**src/rtl/pcs_pkg.sv**
```systemverilog
package pcs_pkg;
    localparam int BANK_W    = 1;
    localparam int PAGE_W    = 4;
    localparam int STEP_W    = 8;
    localparam int NIB_W     = 4;
    localparam int ADDR_W    = BANK_W + PAGE_W + STEP_W;
    localparam int STEP_NIBS = STEP_W / NIB_W;
    localparam int FRAME     = 1 + STEP_NIBS;

    typedef enum logic [3:0] {
        OP_SEQ  = 4'd0,
        OP_PSET = 4'd1,
        OP_JP   = 4'd2,
        OP_JPC  = 4'd3,
        OP_JPNC = 4'd4,
        OP_JPZ  = 4'd5,
        OP_JPNZ = 4'd6,
        OP_CALL = 4'd7,
        OP_CALZ = 4'd8,
        OP_RET  = 4'd9,
        OP_RETS = 4'd10,
        OP_RETD = 4'd11
    } pcs_op_e;

    typedef struct packed {
        logic [BANK_W-1:0] bank;
        logic [PAGE_W-1:0] page;
        logic [STEP_W-1:0] step;
    } pcs_addr_t;
endpackage

```
**src/rtl/pcs_branch_unit.sv**
```systemverilog
module pcs_branch_unit
    import pcs_pkg::*;
(
    input  pcs_op_e             op,
    input  logic [STEP_W-1:0]   arg,
    input  logic                flag_c,
    input  logic                flag_z,
    input  pcs_addr_t           cur,
    input  logic [BANK_W-1:0]   nbank,
    input  logic [PAGE_W-1:0]   npage,
    output pcs_addr_t           seq_addr,
    output pcs_addr_t           far_addr,
    output pcs_addr_t           calz_addr,
    output pcs_addr_t           flow_addr
);
    logic taken;

    always_comb begin
        seq_addr      = cur;
        seq_addr.step = cur.step + 1'b1;
        far_addr      = '{bank: nbank, page: npage, step: arg};
        calz_addr     = '{bank: cur.bank, page: '0, step: arg};
        case (op)
            OP_JP:   taken = 1'b1;
            OP_JPC:  taken = flag_c;
            OP_JPNC: taken = !flag_c;
            OP_JPZ:  taken = flag_z;
            OP_JPNZ: taken = !flag_z;
            default: taken = 1'b0;
        endcase
        flow_addr = taken ? far_addr : seq_addr;
    end
endmodule

```
**src/rtl/pcs_stack_fsm.sv**
```systemverilog
module pcs_stack_fsm #(
    parameter int FRAME_LEN = 3,
    localparam int PH_W = (FRAME_LEN > 1) ? $clog2(FRAME_LEN) : 1
) (
    input  logic            clk,
    input  logic            rst_n,
    input  logic            start,
    output logic            busy,
    output logic [PH_W-1:0] phase,
    output logic            last
);
    typedef struct packed {
        logic            busy;
        logic [PH_W-1:0] phase;
    } fsm_t;

    fsm_t fsm_d, fsm_q;

    always_comb begin
        fsm_d = fsm_q;
        if (!fsm_q.busy) begin
            if (start) begin
                fsm_d.busy  = 1'b1;
                fsm_d.phase = '0;
            end
        end else if (fsm_q.phase == PH_W'(FRAME_LEN - 1)) begin
            fsm_d.busy  = 1'b0;
            fsm_d.phase = '0;
        end else begin
            fsm_d.phase = fsm_q.phase + 1'b1;
        end
    end

    always_ff @(posedge clk or negedge rst_n) begin
        if (!rst_n) fsm_q <= '0;
        else        fsm_q <= fsm_d;
    end

    assign busy  = fsm_q.busy;
    assign phase = fsm_q.phase;
    assign last  = fsm_q.busy && (fsm_q.phase == PH_W'(FRAME_LEN - 1));

    AST_PHASE_RANGE: assert property (@(posedge clk) disable iff (!rst_n)
        busy |-> (int'(phase) < FRAME_LEN)) else $error("phase out of range");
    AST_FRAME_START: assert property (@(posedge clk) disable iff (!rst_n)
        (start && !busy) |=> (busy && phase == '0)) else $error("frame did not start");
endmodule

```
**src/rtl/pcs_sequencer.sv**
```systemverilog
module pcs_sequencer
    import pcs_pkg::*;
#(
    parameter int SP_W = 8
) (
    input  logic              clk,
    input  logic              rst_n,
    input  logic              cmd_valid,
    input  logic [3:0]        cmd_op,
    input  logic [STEP_W-1:0] cmd_arg,
    input  logic              flag_c,
    input  logic              flag_z,
    output logic              busy,
    output logic [ADDR_W-1:0] pc_addr,
    output logic [BANK_W-1:0] next_bank,
    output logic [PAGE_W-1:0] next_page,
    output logic              stk_we,
    output logic              stk_re,
    output logic [SP_W-1:0]   stk_addr,
    output logic [NIB_W-1:0]  stk_wdata,
    input  logic [NIB_W-1:0]  stk_rdata
);
    localparam int PH_W = (FRAME > 1) ? $clog2(FRAME) : 1;

    typedef struct packed {
        pcs_addr_t         pc;
        logic [BANK_W-1:0] nbank;
        logic [PAGE_W-1:0] npage;
        logic [SP_W-1:0]   sp;
        logic              pop;
        logic              skip;
        pcs_addr_t         tgt;
        pcs_addr_t         img;
        logic [STEP_W-1:0] pop_step;
    } seq_state_t;

    localparam seq_state_t RST_STATE = '{
        pc:       '{bank: '0, page: PAGE_W'(1), step: '0},
        nbank:    '0,
        npage:    PAGE_W'(1),
        sp:       '0,
        pop:      1'b0,
        skip:     1'b0,
        tgt:      '0,
        img:      '0,
        pop_step: '0
    };

    seq_state_t st_d, st_q;
    pcs_op_e    op;
    logic       accept;
    logic       start;
    logic       last;
    logic [PH_W-1:0] phase;
    pcs_addr_t  seq_addr, far_addr, calz_addr, flow_addr;

    assign op     = pcs_op_e'(cmd_op);
    assign accept = cmd_valid && !busy;

    pcs_branch_unit u_branch (
        .op        (op),
        .arg       (cmd_arg),
        .flag_c    (flag_c),
        .flag_z    (flag_z),
        .cur       (st_q.pc),
        .nbank     (st_q.nbank),
        .npage     (st_q.npage),
        .seq_addr  (seq_addr),
        .far_addr  (far_addr),
        .calz_addr (calz_addr),
        .flow_addr (flow_addr)
    );

    pcs_stack_fsm #(.FRAME_LEN(FRAME)) u_frame (
        .clk   (clk),
        .rst_n (rst_n),
        .start (start),
        .busy  (busy),
        .phase (phase),
        .last  (last)
    );

    always_comb begin
        st_d      = st_q;
        start     = 1'b0;
        stk_we    = 1'b0;
        stk_re    = 1'b0;
        stk_addr  = '0;
        stk_wdata = '0;

        if (accept) begin
            case (op)
                OP_PSET: begin
                    st_d.pc    = seq_addr;
                    st_d.nbank = cmd_arg[PAGE_W +: BANK_W];
                    st_d.npage = cmd_arg[PAGE_W-1:0];
                end
                OP_CALL, OP_CALZ: begin
                    start     = 1'b1;
                    st_d.pop  = 1'b0;
                    st_d.skip = 1'b0;
                    st_d.tgt  = (op == OP_CALZ) ? calz_addr : far_addr;
                    st_d.img  = seq_addr;
                end
                OP_RET, OP_RETS, OP_RETD: begin
                    start     = 1'b1;
                    st_d.pop  = 1'b1;
                    st_d.skip = (op == OP_RETS);
                end
                default: begin
                    st_d.pc    = flow_addr;
                    st_d.nbank = flow_addr.bank;
                    st_d.npage = flow_addr.page;
                end
            endcase
        end

        if (busy) begin
            if (!st_q.pop) begin
                stk_we   = 1'b1;
                stk_addr = st_q.sp - SP_W'(phase) - SP_W'(1);
                if (phase == '0)
                    stk_wdata = st_q.img.page;
                else
                    stk_wdata = st_q.img.step[(STEP_NIBS - int'(phase)) * NIB_W +: NIB_W];
                if (last) begin
                    st_d.pc    = st_q.tgt;
                    st_d.nbank = st_q.tgt.bank;
                    st_d.npage = st_q.tgt.page;
                    st_d.sp    = st_q.sp - SP_W'(FRAME);
                end
            end else begin
                stk_re   = 1'b1;
                stk_addr = st_q.sp + SP_W'(phase);
                if (int'(phase) < STEP_NIBS)
                    st_d.pop_step[int'(phase) * NIB_W +: NIB_W] = stk_rdata;
                if (last) begin
                    st_d.pc.page = stk_rdata;
                    st_d.pc.step = st_q.pop_step + STEP_W'(st_q.skip);
                    st_d.npage   = stk_rdata;
                    st_d.nbank   = st_q.pc.bank;
                    st_d.sp      = st_q.sp + SP_W'(FRAME);
                end
            end
        end
    end

    always_ff @(posedge clk or negedge rst_n) begin
        if (!rst_n) st_q <= RST_STATE;
        else        st_q <= st_d;
    end

    assign pc_addr   = st_q.pc;
    assign next_bank = st_q.nbank;
    assign next_page = st_q.npage;

    AST_SEQ_ADVANCE: assert property (@(posedge clk) disable iff (!rst_n)
        (accept && cmd_op == OP_SEQ) |=>
        (st_q.pc.step == STEP_W'($past(st_q.pc.step) + 1'b1) && $stable(st_q.pc.page)))
        else $error("sequential step wrong");
    AST_BUSY_FREEZE: assert property (@(posedge clk) disable iff (!rst_n)
        (busy && !last) |=> $stable(st_q.pc)) else $error("address moved while busy");
    AST_PREFIX_ONESHOT: assert property (@(posedge clk) disable iff (!rst_n)
        (accept && (cmd_op <= OP_JPNZ || cmd_op >= 4'd12) && cmd_op != OP_PSET) |=>
        (st_q.npage == st_q.pc.page && st_q.nbank == st_q.pc.bank))
        else $error("prefix survived");
    AST_STROBE_EXCL: assert property (@(posedge clk) disable iff (!rst_n)
        !(stk_we && stk_re)) else $error("stack read and write together");
    AST_CALL_SP: assert property (@(posedge clk) disable iff (!rst_n)
        (last && !st_q.pop) |=> st_q.sp == $past(st_q.sp) - SP_W'(FRAME))
        else $error("stack pointer not lowered");
    AST_RET_SP: assert property (@(posedge clk) disable iff (!rst_n)
        (last && st_q.pop) |=> st_q.sp == $past(st_q.sp) + SP_W'(FRAME))
        else $error("stack pointer not raised");
endmodule

```
**config.mk**
```make
export PLATFORM = sky130hd
export DESIGN_NAME = pcs_sequencer
export DESIGN_NICKNAME = d
export VERILOG_FILES = /design/src/rtl/pcs_pkg.sv /design/src/rtl/pcs_branch_unit.sv /design/src/rtl/pcs_stack_fsm.sv /design/src/rtl/pcs_sequencer.sv
export SDC_FILE = /design/constraint.sdc
export NUM_CORES = 1
export LEC_CHECK = 0
export BUFFER_PORTS_ARGS = -buffer_cell sky130_fd_sc_hd__buf_2
export CAP_MARGIN = 40
export CORE_MARGIN = 5
export CORE_UTILIZATION = 39
export CTS_CLUSTER_DIAMETER = 60
export DETAILED_ROUTE_END_ITERATION = 16
export GPL_TIMING_DRIVEN = 0
export PLACE_DENSITY_LB_ADDON = 0.3
export SLEW_MARGIN = 15
export SYNTH_ARGS = -nofsm -noshare
export SYNTH_HDL_FRONTEND = slang
export SYNTH_HIERARCHICAL = 1
export SYNTH_SLANG_ARGS = --single-unit
```
**constraint.sdc**
```tcl
create_clock -name clk -period 2.4 [get_ports clk]
set_clock_uncertainty 0.05 [all_clocks]
set_input_delay 0 -clock clk [delete_from_list [all_inputs] [get_ports clk]]
set_output_delay 0 -clock clk [all_outputs]
set_load 0.005 [all_outputs]
```
==> metrics.md <==
| Metric | Value |
|---|---|
| Outcome | `finished clean` |
| Mapped Cells | `~480` |
| Crit start category | `flip-flop` |
| CTS tree | `yes` |
| Layout Nets | `600` |
| Commonest non-fill, non-tap cell in the layout | `dfrtp_1` |
| CTS Buf Count | `9` |
| Met3 Track Usage GR | `under 10%` |
| Rows | `39` |
| Clk buf depth | `2` |
| Met2 Track Usage GR | `~30%` |
| Fin util | `48.7%` |
| Vias in the first global route | `just under 4000` |
| Worst path slowest cell | `dfrtp_2` |
| VDD IR-drop max | `0.622 mV` |
| Power Total | `6.75 mW` |
| WS Path Type | `flip-flop to output port` |
| Synthesis-to-finish area growth | `21.4%` |
| HPWL Detailed | `9.38 mm` |
| Crit path buf inv count | `4` |
| EDFF count, synth | `0` |
| Pre-antenna DRT Iters | `4` |
| Slew @ Worst Pin | `around 680 ps` |
| Worst-path maximum fanout | `8` |
| Placer Congestion | `0.885` |
| Share of layout cells above drive strength 1 | `about 33%` |
| Reg2reg path depth | `5` |
| Hold wc startpoint | `cmd_op[3]` |
| WHS Endpoint | `st_q[35]` |
| Floorplan core area | `11500 sq um` |
| Synthesized area | `about 4600 sq um` |
| Worst hold path class | `input pin to flip-flop` |
| Initial DRC count | `around 340` |
| Delay of the slowest cell on the worst path | `410 ps` |
| First-pass GRT wire length | `20.6 mm` |
| I/O pin count | `54` |
| Detail Route Antenna Nets | `0` |
| CP Data Required Time | `roughly 2400 ps` |
| Mean post-synth cell area | `between 9 and 10 sq um` |
| Initial antenna violation count | `0` |
| Worst hold path depth | `3` |
| Final min period | `between 2000 and 2500 ps` |
| CTS root buf | `clkbuf_16` |
| Synth area leader | `dfrtp_1` |
| Cell variety after synth | `63` |
| Met1 Usage GRT | `between 20% and 30%` |
| Fin. max-slew vios | `0` |
| Reg-to-reg endpoint | `next_page[3]` |
| Worst path arrival time | `roughly 2200 ps` |
| Peak Freq | `~0.44 GHz` |
| Die area | `roughly 14000 sq um` |
| Post-route clock period utilization | `between 90% and 100%` |
| Via density | `about 5.4` |
| Routed wire per std cell | `roughly 18 microns` |
| Worst Setup Slack, final | `roughly 120 ps` |
| Fin area | `approximately 5600 sq um` |
| Synth Flop Type | `dfrtp_1` |
| CP Cell Sequence | `buf_6 -> inv_4 -> ha_2 -> inv_1 -> fa_1 -> nor2b_4 -> a32oi_2 -> xor2_1 -> nor2_1 -> buf_2` |
| Area post-placement | `just over 5000 sq um` |
| Top Family by Delay on Critical Path | `adder cells` |
| Fillers | `1075` |
| Syn. warnings | `6` |
| PD cells | `roughly 1200 nW/um^2` |
| Worst slack at placement | `-109 ps` |
| Drc violations | `0` |
| Setup violations, final | `0` |
| Initial Util | `between 40% and 50%` |
| Htree depth | `3` |
| Latest clock arrival within the worst-skew pair | `around 340 ps` |
| R2R Setup Slk | `160 ps` |
| Share of the synthesized area in the top cell type | `around 34%` |
| Hold Fails Final Rpt | `0` |
| RSZ-0062 raised after global routing | `no` |
| Reg clk slew, reported paths | `about 50 ps` |
| Worst Setup End Kind | `output port` |
| Reg-to-reg startpoint | `u_frame/busy` |
| Die height | `119 microns` |
| Diode count | `0` |
| Max-slew headroom | `~55%` |
| GRT Max-Usage Layer | `met2` |
| GRT overflow | `0` |
| DR vias | `3855` |
| Seq/Total Area, Yosys | `a little over a third` |
| Most frequent cells in the layout | `dfrtp_1, buf_2, buf_4, nand2_1, nor2_1` |
| Leak Pwr | `2.65 nW` |
| Synth area leaders | `dfrtp_1, buf_4, mux2_2, mux2i_1, ha_1` |
| Max cap viols | `0` |
| Clk sinks | `64` |
| Die X | `~120 microns` |
| WL final | `between 10 and 15 mm` |
| Seq cells post-synth | `64` |
| Largest net degree at the start of global routing | `46` |
| All-Layer GR Usage | `between 10% and 20%` |
| Asr flop ratio synth | `between 90% and 100%` |
| IO Port Bufs | `53` |
kinds of logic (layout without fill, tap and decap cells):
family,after synthesis,in the layout,share of synthesized area [%]
AOI/OAI and AO/OA,104,104,16.4
and+or+nand+nor,140,140,15.1
adders and majority gates,16,16,4.68
other,1,4,0.0816
buffers and inverters,84,167,11.9
muxes,52,52,13.0
DFF,64,64,34.9
xor gates and xnor gates,21,21,4.00
how the worst max path moves through the flow:
stage                     startpoint          end  slack (ps)  cells after the start
detailed placement      u_frame/busy   pc_addr[7]        -110                      6
CTS                 u_frame/phase[0]  stk_addr[4]           8                     10
global route        u_frame/phase[0]  stk_addr[6]          20                     10
global placement        u_frame/busy   pc_addr[7]         -50                      6
floorplan           u_frame/phase[0]  stk_addr[5]         440                      6
finish              u_frame/phase[0]  stk_addr[6]         120                     10
cell usage after synthesis (2+ instances only):
cell	instances
o211ai_1	8
buf_6	5
nor4bb_1	2
a21oi_1	20
dfrtp_1	62
fa_1	2
mux2_2	22
mux2i_1	20
xnor2_1	9
nor2_1	39
buf_1	4
inv_1	11
and3b_1	2
o2bb2ai_1	4
a31oi_1	4
dfstp_2	2
a22oi_1	8
xor2_1	12
clkbuf_1	10
a222oi_1	4
a221o_1	8
buf_2	4
a21oi_2	7
and2_1	4
or3_1	2
and4_1	2
nand2_1	40
o21ai_0	18
a211o_1	2
ha_1	14
buf_4	50
a221oi_1	2
o22ai_1	2
a32oi_1	4
nand2b_1	9
and3_1	3
mux2_4	10
nand3_1	18
nor3b_1	3
nor2b_1	7
per-layer routing:
layer  wire [microns]  up-vias  part of all wire (%)
met5                0        -                     0
met4              195        0                   1.5
met3              603       14                   4.7
met2             6270      122                    49
met1             5810     1883                    45
li1                 -     1836                     -
through the flow:
stage | setup TNS [ps] | hold slack [ps] | std cells
2_1_floorplan | 0 | -346 | 485
3_3_place_gp | -101 | 246 | 681
3_5_place_dp | -262 | -140 | 682
4_1_cts | 0 | 10.4 | 710
5_1_grt | 0 | 60.0 | 711
6_report | 0 | 17.4 | 711
where the power goes:
group	internal, mW	leakage, nW	switching [mW]
clock	0.809	0.143	0.520
sequential	1.61	0.782	0.534
combinational	1.65	1.72	1.62
total	4.07	2.65	2.68
state kept, by name (all words and copies together) (netlist names):
register,cells
next_page,4
pc_addr,13
st_q,43
u_frame/phase,2
u_frame/busy,1
next_bank,1
area by class of cell:
type	count	area [sq um]	area share, %
Buffer	73	524	9.39
Clock buffer	10	229	4.10
Clock inverter	6	68.8	1.23
Inverter	11	43.8	0.785
Multi-Input combinational cell	337	2500	44.8
Sequential cell	64	1610	28.8
Tap cell	143	179	3.21
Timing Repair Buffer	67	427	7.65
worst register-to-register path, stage by stage (launching register included):
cell and delay [ps]:
dfrtp_1 470, clkbuf_1 270, nand2_1 320, clkbuf_1 530
o2bb2ai_1 190, a221o_1 300
what timing repair did:
item,4_1_cts,5_1_grt
resized for setup,7,19
cloned,0,0
endpoints found under the hold margin,77,0
setup buffers,1,1
setup endpoints to repair,20,17
pin swaps,2,2
hold buffers,11,0
Power figures use the tool's default switching activity.
